<file path="config.mk">
export PLATFORM = sky130hd
export DESIGN_NAME = cascade_ext_counter
export DESIGN_NICKNAME = d
export VERILOG_FILES = /design/src/rtl/cxc_pkg.sv /design/src/rtl/cxc_updown_counter.sv /design/src/rtl/cxc_snapshot.sv /design/src/rtl/cxc_read_fsm.sv /design/src/rtl/cascade_ext_counter.sv
export SDC_FILE = /design/constraint.sdc
export NUM_CORES = 1
export LEC_CHECK = 0
export BUFFER_PORTS_ARGS = -buffer_cell sky130_fd_sc_hd__buf_2
export CORE_AREA = 10 10 68 70
export DETAILED_ROUTE_END_ITERATION = 16
export DIE_AREA = 0 0 78 80
export GPL_TIMING_DRIVEN = 0
export PLACE_DENSITY = 0.76
export SLEW_MARGIN = 25
export SYNTH_ARGS = -nofsm -noshare
export SYNTH_HDL_FRONTEND = slang
export SYNTH_SLANG_ARGS = --single-unit
</file>
<file path="constraint.sdc">
create_clock -name clk -period 5.5 [get_ports clk]
set_input_delay 0.825 -clock clk [delete_from_list [all_inputs] [get_ports clk]]
set_output_delay 0.825 -clock clk [all_outputs]
set_load 0.02 [all_outputs]
</file>
<file path="src/rtl/cxc_pkg.sv">
package cxc_pkg;
    typedef enum logic [1:0] {
        READ_IDLE = 2'd0,
        SHIP_TOP  = 2'd1,
        SHIP_MID  = 2'd2,
        SHIP_BOT  = 2'd3
    } rd_state_e;
endpackage

</file>
<file path="src/rtl/cxc_updown_counter.sv">
module cxc_updown_counter #(
    parameter int W = 8
) (
    input  logic         clk,
    input  logic         rst,
    input  logic         step,
    input  logic         up,
    output logic [W-1:0] count
);
    localparam logic [W-1:0] ONE = W'(1);

    always_ff @(posedge clk) begin
        if (rst)
            count <= '0;
        else if (step)
            count <= up ? count + ONE : count - ONE;
    end

    // an up step moves the count forward by one (this also covers the R2 wrap)
    p_step_up_r1: assert property (@(posedge clk) disable iff (rst)
        (step && up) |=> (count == $past(count) + ONE));
    // a down step moves the count back by one
    p_step_dn_r1: assert property (@(posedge clk) disable iff (rst)
        (step && !up) |=> (count == $past(count) - ONE));
    // with no pulse the count stays where it is
    p_quiet_r1: assert property (@(posedge clk) disable iff (rst)
        !step |=> $stable(count));
endmodule

</file>
<file path="src/rtl/cxc_snapshot.sv">
module cxc_snapshot #(
    parameter int CW = 8,
    parameter int LW = 16
) (
    input  logic          clk,
    input  logic          rst,
    input  logic          grab,
    input  logic [CW-1:0] cnt_in,
    input  logic [LW-1:0] lo_in,
    output logic [CW-1:0] top_q,
    output logic [LW-1:0] lo_q
);
    always_ff @(posedge clk) begin
        if (rst) begin
            top_q <= '0;
            lo_q  <= '0;
        end else if (grab) begin
            top_q <= cnt_in;
            lo_q  <= lo_in;
        end
    end

    // a grab stores the count from before the pulse of that same edge
    p_grab_r3: assert property (@(posedge clk) disable iff (rst)
        grab |=> (top_q == $past(cnt_in)) && (lo_q == $past(lo_in)));
    // without a grab the snapshot holds
    p_hold_r5: assert property (@(posedge clk) disable iff (rst)
        !grab |=> $stable(top_q) && $stable(lo_q));
endmodule

</file>
<file path="src/rtl/cxc_read_fsm.sv">
module cxc_read_fsm
    import cxc_pkg::*;
(
    input  logic      clk,
    input  logic      rst,
    input  logic      sel_n,
    input  logic      oe_n,
    output logic      start,
    output logic      busy,
    output rd_state_e state
);
    rd_state_e nxt;
    logic      oe_q;
    logic      oe_rise;

    assign oe_rise = !oe_q && oe_n;

    // state register
    always_ff @(posedge clk) begin
        if (rst) begin
            state <= READ_IDLE;
            oe_q  <= 1'b1;
        end else begin
            state <= nxt;
            oe_q  <= oe_n;
        end
    end

    // next state
    always_comb begin
        nxt = state;
        unique case (state)
            READ_IDLE: if (!sel_n && !oe_n) nxt = SHIP_TOP;
            SHIP_TOP:  if (sel_n) nxt = READ_IDLE; else if (oe_rise) nxt = SHIP_MID;
            SHIP_MID:  if (sel_n) nxt = READ_IDLE; else if (oe_rise) nxt = SHIP_BOT;
            SHIP_BOT:  if (sel_n || oe_rise) nxt = READ_IDLE;
            default:   nxt = READ_IDLE;
        endcase
    end

    // outputs
    always_comb begin
        start = 1'b0;
        busy  = 1'b1;
        unique case (state)
            READ_IDLE: begin
                busy  = 1'b0;
                start = !sel_n && !oe_n;
            end
            SHIP_TOP, SHIP_MID, SHIP_BOT: busy = 1'b1;
            default: busy = 1'b0;
        endcase
    end

    // the middle byte is reached only from the top byte
    p_order_mid_r6: assert property (@(posedge clk) disable iff (rst)
        (state == SHIP_MID) |-> ($past(state) == SHIP_TOP || $past(state) == SHIP_MID));
    // the bottom byte is reached only from the middle byte
    p_order_bot_r6: assert property (@(posedge clk) disable iff (rst)
        (state == SHIP_BOT) |-> ($past(state) == SHIP_MID || $past(state) == SHIP_BOT));
    // a high select during a read returns the sequencer to idle
    p_abandon_r8: assert property (@(posedge clk) disable iff (rst)
        (busy && sel_n) |=> (state == READ_IDLE));
    // no start is possible while a read is in progress
    p_no_restart_r9: assert property (@(posedge clk) disable iff (rst)
        busy |-> !start);
endmodule

</file>
<file path="src/rtl/cascade_ext_counter.sv">
module cascade_ext_counter
    import cxc_pkg::*;
#(
    parameter int CNT_W = 8,
    parameter int LO_W  = 16,
    parameter int BUS_W = 8
) (
    input  logic             clk,
    input  logic             rst,
    input  logic             casc_pulse,
    input  logic             casc_up,
    input  logic [LO_W-1:0]  lo_word,
    input  logic             sel_n,
    input  logic             oe_n,
    output logic [BUS_W-1:0] dout,
    output logic             busy
);
    localparam int LO_BYTES = LO_W / BUS_W;

    logic [CNT_W-1:0] live_cnt;
    logic [CNT_W-1:0] top_snap;
    logic [LO_W-1:0]  lo_snap;
    logic             start;
    rd_state_e        state;
    logic [BUS_W-1:0] lo_lane [LO_BYTES];

    cxc_updown_counter #(.W(CNT_W)) u_cnt (
        .clk(clk), .rst(rst), .step(casc_pulse), .up(casc_up), .count(live_cnt)
    );

    cxc_snapshot #(.CW(CNT_W), .LW(LO_W)) u_snap (
        .clk(clk), .rst(rst), .grab(start), .cnt_in(live_cnt), .lo_in(lo_word),
        .top_q(top_snap), .lo_q(lo_snap)
    );

    cxc_read_fsm u_fsm (
        .clk(clk), .rst(rst), .sel_n(sel_n), .oe_n(oe_n),
        .start(start), .busy(busy), .state(state)
    );

    for (genvar g = 0; g < LO_BYTES; g++) begin : g_lane
        assign lo_lane[g] = lo_snap[g*BUS_W +: BUS_W];
    end

    always_comb begin
        dout = '0;
        if (!oe_n) begin
            unique case (state)
                SHIP_TOP:  dout = BUS_W'(top_snap);
                SHIP_MID:  dout = lo_lane[LO_BYTES-1];
                SHIP_BOT:  dout = lo_lane[0];
                default:   dout = '0;
            endcase
        end
    end

    // the bus is quiet when the sequencer is idle
    p_quiet_bus_r7: assert property (@(posedge clk) disable iff (rst)
        (state == READ_IDLE) |-> (dout == '0));
    // the cycle after a reset, no read is in progress
    p_reset_idle_r10: assert property (@(posedge clk)
        $past(rst) |-> !busy);
endmodule

</file>
==> qor.txt <==
cts hold-fix bufs - 0
number of buffers on the longest clock path - 2
clock latency on the worst-skew pair - 330 ps
maximum number of pins on one net before global-route repair - 11
time the worst path needs with I/O delays and setup - 2640 ps
post-route cell area - 1990 um^2
overall power consumption - 519 uW
die width - 78 um
XOR/XNOR share of the synthesized area - 3.03%
post-route clock period utilization - 48.0%
overall die height - 80 um
Final Setup Violations - 0
initial core utilization - 52.8%
antenna violations before repair - 0
Worst Tran Pin Value - 524 ps
cell occurring most often along the worst timing path - buf_2
worst reg2reg setup slack - 3640 ps
setup repair after global routing missed its margin - false
worst r2r src - u_cnt.count[2]$_SDFFE_PP0P_
#FFs+latches synth - 35
mux contribution to synthesized area - 8.15%
Adder-Cell Fraction of Synth Area - 5.48%
number of global-route vias before repair - 1472
Place WS - 2780 ps
Setup Total Neg Slack - 0 ps
startpoint-to-endpoint class of the critical path - flop to output port
Crit path required time - 4680 ps
Yosys Warn Count - 0
H-tree lvl count - 2
standard cell with the maximum stage delay on the critical path - dfxtp_1
combinational family with the most area after synthesis - simple AND/OR/NAND/NOR gates
CTS tree - yes
netlist area before placement - 1730 um^2
post-detailed-routing wire length - 3.76 mm
area added between synthesis and finish - 14.9%
Tightest Hold Check Type - flop to flop
power density normalized to cell area - 260 nW/um^2
Clk pin slew, worst setup/hold paths - 100 ps
final weighted congestion of routability-driven global placement - 0.778
leakage power summed over all cells - 0.000850 uW
count of buffers inserted at the top-level ports - 30
number of gates given a new drive strength after cts - 0
global-route wire length before repair - 6.35 mm
CP Cell Sequence - buf_2 > mux2_1 > a22oi_1 > nor2_1 > buf_2
Worst slew margin - 65.0%
final HPWL from detailed placement - 2.86 mm
Post CTS Setup Buffer Count - 0
Crit Reg-Reg Endpoint - u_cnt.count[7]$_SDFFE_PP0P_
final core utilization - 60.6%
number of placement rows - 21
startpoint of the most critical setup path - u_fsm.state[1]$_SDFFE_PP0P_
I/O pin total - 31
sequential fraction of the synthesis area - 40.4%
Data arrival, critical path - 1810 ps
Unique masters post-synth - 33
syn_area_per_cell - 8.18 um^2
endpoint type of the worst setup path - output port
number of buffers added by the clock tree synthesis step - 5
crit-path max FO - 10
final routed wire length divided by cell count - 12.7 um
number of max-cap violations - 0
complex-gate fraction of the synthesized area - 15.9%
CP endpoint - dout[4]
DRC Markers - 0
critical path launch point type - flop
count of routing violations after the opening detailed-route iteration - 95
cell depth of the worst flop-to-flop path - 6
remaining antenna violation count - 0
number of fill cells in the layout - 305
final setup margin - 2860 ps
total grt overflow - 0
number of nets produced by synthesis - 241
placed cell area - 1940 um^2
IR Drop Worst-Case VDD - 0.171 mV
post-layout net count - 278
GRT Overall Usage - 12.4%
total number of vias - 1522
proportion of layout cells with a drive suffix above 1 - 17.6%
Vias/cell - 5.14
simple-gate portion of the synthesized area - 22.2%
Detailed Routing Iterations Pass 1 - 4
worst setup skew after layout - 7.54 ps
outcome - completed
Fmax achieved - 379 MHz
Post-Syn Instances - 212
count of clock tree sinks - 35
die area - 6240 um^2
root buffer cell - clkbuf_4
Final Max Tran Viols - 0
critical path's largest stage delay - 450 ps
count of final hold-check violations - 0
diodes inserted - 0
total core area - 3280 um^2
-- sequential cells by signal (all words and copies together), names as in the netlist --
| signal | cells |
|---|---|
| u_snap.top_q | 8 |
| u_fsm.oe_q | 1 |
| u_fsm.state | 2 |
| u_cnt.count | 8 |
| u_snap.lo_q | 16 |
-- stage by stage --
step	hold slack [ps]	instances
4_1_cts	460	296
3_5_place_dp	446	288
6_report	456	296
2_1_floorplan	432	212
5_1_grt	478	296
3_3_place_gp	440	288
-- cells in the final DEF, fill, tap and decap left out, drive strengths merged, types with 4 or more instances in the layout --
| cell type | n |
|---|---|
| mux2 | 9 |
| nor2 | 16 |
| dfxtp | 35 |
| a22oi | 8 |
| buf | 38 |
| clkbuf | 13 |
| a21oi | 30 |
| nand2 | 54 |
| nand2b | 5 |
| ha | 6 |
| mux2i | 4 |
-- worst max-delay path: cells and delay by family, from the launching register on --
kind,cells,cell delay (ps)
compound gates,1,150
simple gates,1,60
mux,1,360
flops,1,450
buf+inv,2,460
-- logic make-up (layout without fill, tap and decap cells) --
group                    after synthesis  count (layout)
adder cells (fa/ha/maj)                7               7
buffers and inverters                 17              55
flip-flops                            35              35
AO/OA/AOI/OAI                         47              47
multiplexers                          13              13
XOR/XNOR                               6               6
AND/OR/NAND/NOR                       87              87
-- power breakdown --
group	switching, uW	internal [uW]
Combinational	56.9	47.9
Sequential	12.4	271
Clock	80.4	49.8
Total	150	369
-- area by class of cell --
class	count	area (um^2)	share of cell area, %
tap	46	57.6	2.89
multi-input combinational	160	948	47.6
buffer	14	73.8	3.71
timing repair buffer	30	150	7.54
inverter	3	11.3	0.565
clock inverter	1	5.00	0.251
clock buffer	7	45.0	2.26
sequential	35	701	35.2
-- cells in the mapped netlist (all sizes together) --
master,number,area share (%)
o22ai,1,0.36
or4,1,0.43
dfxtp,35,40
xnor2,3,1.5
nand3b,2,0.87
a21oi,30,8.7
a31oi,1,0.36
o21ai,2,0.58
nand2b,5,1.8
a21o,1,0.43
mux2i,4,2.3
nor4,1,1.2
nor2b,2,0.72
nand3,1,0.29
a211oi,1,0.43
a22oi,8,3.5
or2,2,0.72
nor2,16,3.5
nand2,54,12
o311ai,1,0.51
o32a,1,0.58
a2bb2oi,1,0.51
inv,3,0.65
ha,6,4.3
mux2,9,5.8
buf,8,3.0
fa,1,1.2
nand4,1,0.36
nor3,2,0.58
xor2,3,1.5
clkbuf,6,1.3
-- worst min path at each step --
stage | startpoint | end | slack, ps | cells after the start
after floorplan | u_snap.top_q[0]$_SDFFE_PP0P_ | u_snap.top_q[0]$_SDFFE_PP0P_ | 430 | 2
after global placement | u_snap.lo_q[5]$_SDFFE_PP0P_ | u_snap.lo_q[5]$_SDFFE_PP0P_ | 440 | 2
after detailed placement | u_snap.lo_q[5]$_SDFFE_PP0P_ | u_snap.lo_q[5]$_SDFFE_PP0P_ | 450 | 2
after CTS | u_snap.lo_q[5]$_SDFFE_PP0P_ | u_snap.lo_q[5]$_SDFFE_PP0P_ | 460 | 2
after global routing | u_snap.lo_q[0]$_SDFFE_PP0P_ | u_snap.lo_q[0]$_SDFFE_PP0P_ | 480 | 2
final | u_snap.top_q[5]$_SDFFE_PP0P_ | u_snap.top_q[5]$_SDFFE_PP0P_ | 460 | 2
-- layer usage --
layer / track usage [%] / up-vias / routed length, um
li1: - / 797 / -
met1: 13.9 / 701 / 1730
met2: 21.6 / 22 / 1890
met3: 3.94 / 2 / 128
met4: 4.30 / 0 / 17
met5: 0 / - / 0
(Power assumes the default switching activity.)
